==> src/rtl/tss_pkg.sv <==
package tss_pkg;

    typedef enum logic [2:0] {
        ST_IDLE,
        ST_SCAN,
        ST_ISSUE,
        ST_AWAIT,
        ST_ADVANCE,
        ST_REPORT
    } tss_state_e;

    localparam int unsigned NUM_POINTS = 9;
    localparam int unsigned NUM_STEPS  = 3;
    localparam int unsigned IDX_W      = 4;

    // Horizontal direction of pattern index k: -1, 0 or +1
    function automatic logic signed [1:0] dir_u(input logic [IDX_W-1:0] k);
        logic signed [1:0] d;
        unique case (k)
            4'd1, 4'd7, 4'd8: d = -2'sd1;
            4'd3, 4'd4, 4'd5: d = 2'sd1;
            default:          d = 2'sd0;
        endcase
        return d;
    endfunction

    // Vertical direction of pattern index k (negative is up)
    function automatic logic signed [1:0] dir_v(input logic [IDX_W-1:0] k);
        logic signed [1:0] d;
        unique case (k)
            4'd1, 4'd2, 4'd3: d = -2'sd1;
            4'd5, 4'd6, 4'd7: d = 2'sd1;
            default:          d = 2'sd0;
        endcase
        return d;
    endfunction

endpackage

==> src/rtl/tss_cand_gen.sv <==
module tss_cand_gen #(
    parameter int RANGE = 8,
    parameter int MV_W  = 6,
    parameter int ST_W  = 4
) (
    input  logic signed [MV_W-1:0]         ctr_u,
    input  logic signed [MV_W-1:0]         ctr_v,
    input  logic [ST_W-1:0]                step,
    input  logic [tss_pkg::IDX_W-1:0]      idx,
    output logic signed [MV_W-1:0]         cand_u,
    output logic signed [MV_W-1:0]         cand_v,
    output logic                           in_window
);
    localparam logic signed [MV_W-1:0] LIM = MV_W'(RANGE);

    logic signed [MV_W-1:0] step_s;
    logic signed [MV_W-1:0] ctr  [2];
    logic signed [MV_W-1:0] cand [2];
    logic signed [1:0]      dir  [2];
    logic [1:0]             axis_ok;

    assign step_s = MV_W'(step);
    assign ctr[0] = ctr_u;
    assign ctr[1] = ctr_v;
    assign dir[0] = tss_pkg::dir_u(idx);
    assign dir[1] = tss_pkg::dir_v(idx);

    for (genvar ax = 0; ax < 2; ax++) begin : g_axis
        logic signed [MV_W-1:0] offs;
        always_comb begin
            if (dir[ax] == 2'sd1)       offs = step_s;
            else if (dir[ax] == -2'sd1) offs = -step_s;
            else                        offs = '0;
        end
        assign cand[ax]    = ctr[ax] + offs;
        assign axis_ok[ax] = (cand[ax] <= LIM) && (cand[ax] >= -LIM);
    end

    assign cand_u    = cand[0];
    assign cand_v    = cand[1];
    assign in_window = &axis_ok;

endmodule

==> src/rtl/tss_min_track.sv <==
module tss_min_track #(
    parameter int MV_W  = 6,
    parameter int SAD_W = 16
) (
    input  logic                    clk,
    input  logic                    rst_n,
    input  logic                    load_seed,
    input  logic signed [MV_W-1:0]  seed_u,
    input  logic signed [MV_W-1:0]  seed_v,
    input  logic                    take,
    input  logic                    force_take,
    input  logic signed [MV_W-1:0]  cand_u,
    input  logic signed [MV_W-1:0]  cand_v,
    input  logic [SAD_W-1:0]        sad,
    output logic signed [MV_W-1:0]  best_u,
    output logic signed [MV_W-1:0]  best_v,
    output logic [SAD_W-1:0]        best_sad
);
    logic better;

    // strict comparison: equal cost never displaces the incumbent
    assign better = force_take || (sad < best_sad);

    always_ff @(posedge clk or negedge rst_n) begin
        if (!rst_n) begin
            best_u   <= '0;
            best_v   <= '0;
            best_sad <= '1;
        end else if (load_seed) begin
            best_u   <= seed_u;
            best_v   <= seed_v;
            best_sad <= '1;
        end else if (take && better) begin
            best_u   <= cand_u;
            best_v   <= cand_v;
            best_sad <= sad;
        end
    end

endmodule

==> src/rtl/tss_search.sv <==
module tss_search #(
    parameter int RANGE = 8,
    parameter int MV_W  = 6,
    parameter int SAD_W = 16
) (
    input  logic                    clk,
    input  logic                    rst_n,
    input  logic                    start,
    input  logic signed [MV_W-1:0]  seed_u,
    input  logic signed [MV_W-1:0]  seed_v,
    output logic                    busy,
    output logic                    req_valid,
    input  logic                    req_ready,
    output logic signed [MV_W-1:0]  req_u,
    output logic signed [MV_W-1:0]  req_v,
    input  logic                    rsp_valid,
    input  logic [SAD_W-1:0]        rsp_sad,
    output logic                    done,
    output logic signed [MV_W-1:0]  mv_u,
    output logic signed [MV_W-1:0]  mv_v,
    output logic [SAD_W-1:0]        mv_sad
);
    import tss_pkg::*;

    localparam int                  ST_W      = $clog2(RANGE) + 1;
    localparam logic [ST_W-1:0]     STEP0     = ST_W'(RANGE / 2);
    localparam logic [IDX_W-1:0]    IDX_END   = IDX_W'(NUM_POINTS);
    localparam logic [1:0]          LAST_STG  = 2'(NUM_STEPS - 1);

    tss_state_e state, nxt;

    logic [IDX_W-1:0]        idx_r;
    logic [ST_W-1:0]         step_r;
    logic [1:0]              stage_r;
    logic signed [MV_W-1:0]  ctr_u_r, ctr_v_r;
    logic signed [MV_W-1:0]  cand_u, cand_v;
    logic                    in_window;
    logic                    idx_done, skip;
    logic signed [MV_W-1:0]  best_u, best_v;
    logic [SAD_W-1:0]        best_sad;
    logic                    launch, resp_take;

    tss_cand_gen #(.RANGE(RANGE), .MV_W(MV_W), .ST_W(ST_W)) u_cand (
        .ctr_u     (ctr_u_r),
        .ctr_v     (ctr_v_r),
        .step      (step_r),
        .idx       (idx_r),
        .cand_u    (cand_u),
        .cand_v    (cand_v),
        .in_window (in_window)
    );

    assign launch    = (state == ST_IDLE) && start;
    assign resp_take = (state == ST_AWAIT) && rsp_valid;

    tss_min_track #(.MV_W(MV_W), .SAD_W(SAD_W)) u_best (
        .clk        (clk),
        .rst_n      (rst_n),
        .load_seed  (launch),
        .seed_u     (seed_u),
        .seed_v     (seed_v),
        .take       (resp_take),
        .force_take (idx_r == '0),
        .cand_u     (cand_u),
        .cand_v     (cand_v),
        .sad        (rsp_sad),
        .best_u     (best_u),
        .best_v     (best_v),
        .best_sad   (best_sad)
    );

    assign idx_done = (idx_r == IDX_END);
    assign skip     = !in_window || ((idx_r == '0) && (stage_r != '0));

    // state register
    always_ff @(posedge clk or negedge rst_n) begin
        if (!rst_n) state <= ST_IDLE;
        else        state <= nxt;
    end

    // next state
    always_comb begin
        nxt = state;
        unique case (state)
            ST_IDLE:    if (start) nxt = ST_SCAN;
            ST_SCAN: begin
                if (idx_done)  nxt = ST_ADVANCE;
                else if (skip) nxt = ST_SCAN;
                else           nxt = ST_ISSUE;
            end
            ST_ISSUE:   if (req_ready) nxt = ST_AWAIT;
            ST_AWAIT:   if (rsp_valid) nxt = ST_SCAN;
            ST_ADVANCE: nxt = (stage_r == LAST_STG) ? ST_REPORT : ST_SCAN;
            ST_REPORT:  nxt = ST_IDLE;
            default:    nxt = ST_IDLE;
        endcase
    end

    // search datapath: centre, step, stage, pattern index
    always_ff @(posedge clk or negedge rst_n) begin
        if (!rst_n) begin
            idx_r   <= '0;
            step_r  <= '0;
            stage_r <= '0;
            ctr_u_r <= '0;
            ctr_v_r <= '0;
        end else begin
            unique case (state)
                ST_IDLE: if (start) begin
                    ctr_u_r <= seed_u;
                    ctr_v_r <= seed_v;
                    step_r  <= STEP0;
                    stage_r <= '0;
                    idx_r   <= '0;
                end
                ST_SCAN:  if (!idx_done && skip) idx_r <= idx_r + 1'b1;
                ST_AWAIT: if (rsp_valid)         idx_r <= idx_r + 1'b1;
                ST_ADVANCE: begin
                    ctr_u_r <= best_u;
                    ctr_v_r <= best_v;
                    step_r  <= step_r >> 1;
                    stage_r <= stage_r + 1'b1;
                    idx_r   <= '0;
                end
                default: ;
            endcase
        end
    end

    // result registers
    always_ff @(posedge clk or negedge rst_n) begin
        if (!rst_n) begin
            mv_u   <= '0;
            mv_v   <= '0;
            mv_sad <= '0;
        end else if ((state == ST_ADVANCE) && (stage_r == LAST_STG)) begin
            mv_u   <= best_u;
            mv_v   <= best_v;
            mv_sad <= best_sad;
        end
    end

    // outputs
    always_comb begin
        busy      = (state != ST_IDLE);
        req_valid = (state == ST_ISSUE);
        done      = (state == ST_REPORT);
        req_u     = cand_u;
        req_v     = cand_v;
    end

endmodule

==> config.mk <==
export PLATFORM = sky130hd
export DESIGN_NAME = tss_search
export DESIGN_NICKNAME = d
export VERILOG_FILES = /design/src/rtl/tss_pkg.sv /design/src/rtl/tss_cand_gen.sv /design/src/rtl/tss_min_track.sv /design/src/rtl/tss_search.sv
export SDC_FILE = /design/constraint.sdc
export NUM_CORES = 1
export LEC_CHECK = 0
export ABC_AREA = 1
export BUFFER_PORTS_ARGS = -buffer_cell sky130_fd_sc_hd__buf_4
export CAP_MARGIN = 20
export CORE_UTILIZATION = 55
export DETAILED_ROUTE_END_ITERATION = 8
export MAX_ROUTING_LAYER = met4
export PLACE_DENSITY = 0.77
export SLEW_MARGIN = 20
export SYNTH_ARGS = -nofsm -noshare
export SYNTH_HDL_FRONTEND = slang
export SYNTH_HIERARCHICAL = 1
export SYNTH_SLANG_ARGS = --single-unit
==> constraint.sdc <==
create_clock -name clk -period 9.2 [get_ports clk]
set_clock_uncertainty 0.2 [all_clocks]
set_input_delay 2.3 -clock clk [delete_from_list [all_inputs] [get_ports clk]]
set_output_delay 2.3 -clock clk [all_outputs]
set_load 0.02 [all_outputs]
==> flow_summary.ini <==
[pwr]
power_frac_seq_pct = 28.6
combinationalPowerShare_pct = 58.3
power_switching_mw = 0.960
power.density_mw_per_mm2 = 339
cellLeakagePower_nw = 3.30
power.internal_mw = 1.05
vdd_drop_max_v = 0.000156
power.clock.fraction_pct = 13.1
switching_share_pct = 47.8

[worst_setup_path]
critPathBufInv = 3
worstPathArrival_ns = 2.96
path_cells = inv_1, nor2_1, o21ai_0, o21ai_0, inv_1, fa_1, nand3b_1, nand2_1, xor2_1, buf_4
reg2regPathDepth = 19
crit_path_start_kind = flop
critical_path_depth = 10
crit_family = compound AO/OA/AOI/OAI gates
cpPeakStageDelay_ns = 0.53
criticalPathCategory = reg2out
cp_max_fo = 10
cp-end-kind = output port
critPathSlowestCell = dfrtp_1
cp_data_required_time_ns = 6.70

[synth]
synth_seq_area_share_pct = 38.8
synthCells = 670
synth_top_area_cell = dfrtp_1
synth_cell_types = 40
ys.flop_type = dfrtp_1
yosys_warnings = 6
yosys.area_share.simple_pct = 34.3
synth.area.top_cells = dfrtp_1, nand2_1, dfstp_2
syn_area_mm2 = 0.00522
async_reset_ff_share_pct = 100
synth-adder-area-share_pct = 8.20
ys_seq_elements = 80
synth-edff-count = 0
synth_xor_area_share_pct = 1.34
synth_top_family_by_area = simple AND/OR/NAND/NOR gates
synthMuxAreaShare_pct = 0
synth-compound-area-share_pct = 7.46
synth_top_area_share_pct = 30.7
avgSynthCellArea_um2 = 7.79

[timing]
setup_viol = 0
clock.fmax_mhz = 183
drv_slew = 0
rsz0062_at_grt = no
min_period_ns = 5.46
finalHoldViolations = 0
period_share_pct = 59.4
tightest_slew_ns = 0.893
finalSetupTns_ns = 0
slew_headroom_pct = 40.4

[cells_and_area]
drive_gt1_share_pct = 23.4
final_core_util_pct = 64.5
mostFrequentLayoutCell = nand2_1
final_cell_mix = nand2_1, buf_4, inv_1, nand3_1, dfrtp_1
fin_nets = 800
fillers = 765
antennaDiodeCount = 0
area_growth_pct = 13.7

[floorplan]
ioPinCount = 76
die_h_um = 99.4
core_mm2 = 0.00920
die_x_um = 99.4
die_area_mm2 = 0.00988
rows = 35
initial_utilization_pct = 56.7

[grt]
grt_antenna_before_repair = 0
grt_pass1_wl_um = 20100
overflow = 0
grtUsageTotal_pct = 26.7
grt_max_degree = 81
grt_pass1_vias = 4234

[clock_network]
cts_inserted_buffers = 9
cts_tree = built
clk_pin_slew_ns = 0.08
cts_setup_buffers = 0
clk-insertion-delay-late_ns = 0.35
h-tree-depth = 3
clk_path_buf_depth = 2
root_buffer = clkbuf_8
cts_sinks = 80
cts-resized-gates = 0
cts_hold_buf = 0

[placed_design]
gp_congestion = 0.989
portBuffers = 75
dpl.hpwl_um = 8670

[routing]
dr.first_iter.drc_count = 365
vias = 4545
viasPerCell = 5.35
dr.pass1.iters = 5
wl_per_cell_um = 14.2
final_antenna_net_count = 0
drcViolationCount = 0
drt-total-wl_um = 12100

[run_status]
outcome = finished clean

[job]
drv_cap = 0

[worst_hold_path]
worstHoldPathCells = 2
min_path_type = reg2reg
## worst paths after layout
kind                            startpoint    endpoint  slack, ns
worst max-delay path              idx_r[2]    req_v[4]       3.74
worst min-delay path             mv_sad[6]   mv_sad[6]       0.28
worst max register to register    idx_r[2]    idx_r[2]       5.56
worst min register to register   mv_sad[6]   mv_sad[6]       0.28
max in group asynchronous            rst_n  ctr_v_r[4]       6.51
min in group asynchronous            rst_n    state[0]       1.76
## flip-flops by register name, summed over array words and instances, names as in the netlist
| name | cells |
|---|---|
| stage_r | 2 |
| step_r | 3 |
| u_best/best_sad | 16 |
| state | 3 |
| u_best/best_v | 6 |
| ctr_v_r | 6 |
| idx_r | 4 |
| mv_v | 6 |
| ctr_u_r | 6 |
| mv_sad | 16 |
| u_best/best_u | 6 |
| mv_u | 6 |
## cells by family (layout without fill, tap and decap cells)
kind of cell,Yosys count,count (layout)
AND/OR/NAND/NOR,378,378
adder cells (fa/ha/maj),33,33
AO/OA/AOI/OAI,67,67
XOR/XNOR,8,8
buffers and inverters,103,171
other,1,2
flip-flops,80,80
## tightest hold or removal path: cells and delay by family, from the launching register on
family	cells	cell delay (ns)
flops	1	0.35
simple gates	2	0.10
## area by class of cell
| class | instances | area, um2 | area share, % |
|---|---|---|---|
| clock inverters | 3 | 42.5 | 0.717 |
| well taps | 111 | 139 | 2.34 |
| clock buffers | 13 | 159 | 2.68 |
| multi-input cells | 488 | 2690 | 45.3 |
| inverters | 78 | 300 | 5.06 |
| repair buffers | 77 | 582 | 9.81 |
| flip-flops and latches | 80 | 2020 | 34.1 |
## power by group through the flow
stage | sequential [mW] | combinational, mW | clock, mW
after global routing | 0.590 | 1.31 | 0.286
after floorplan | 0.551 | 0.862 | 0
after global placement | 0.570 | 1.12 | 0
after CTS | 0.573 | 1.16 | 0.268
final | 0.574 | 1.17 | 0.264
after detailed placement | 0.579 | 1.15 | 0
## routing by layer
layer	wire, um	part of all wire (%)	global-route usage, %
met5	0	0	-
met4	221	1.8	8.94
met3	662	5.5	3.44
met2	5540	46	39.6
met1	5640	47	37.9
## cells in the mapped netlist, types with 5 or more instances
master,number
nand2_1,227
inv_1,74
nand3_1,72
dfrtp_1,64
ha_1,31
o21ai_0,29
nor2_1,18
dfstp_2,16
a21oi_1,15
nand3_2,13
or2_2,12
nand2_2,11
o21ai_2,11
buf_6,8
clkbuf_1,6
nand2_4,6
nor2_4,5
nor3_1,5
## metrics by stage
stage | setup slack (ns) | instances | hold WS [ns] | power, mW | cell area, um2
finish | 3.74 | 850 | 0.277 | 2.01 | 5930
CTS | 3.74 | 850 | 0.280 | 2.00 | 5930
global route | 3.47 | 850 | 0.302 | 2.18 | 5930
floorplan | 4.43 | 671 | 0.259 | 1.41 | 5220
detailed placement | 4.12 | 834 | 0.260 | 1.73 | 5730
global placement | 4.30 | 834 | 0.260 | 1.69 | 5730
Power figures use the tool's default switching activity.
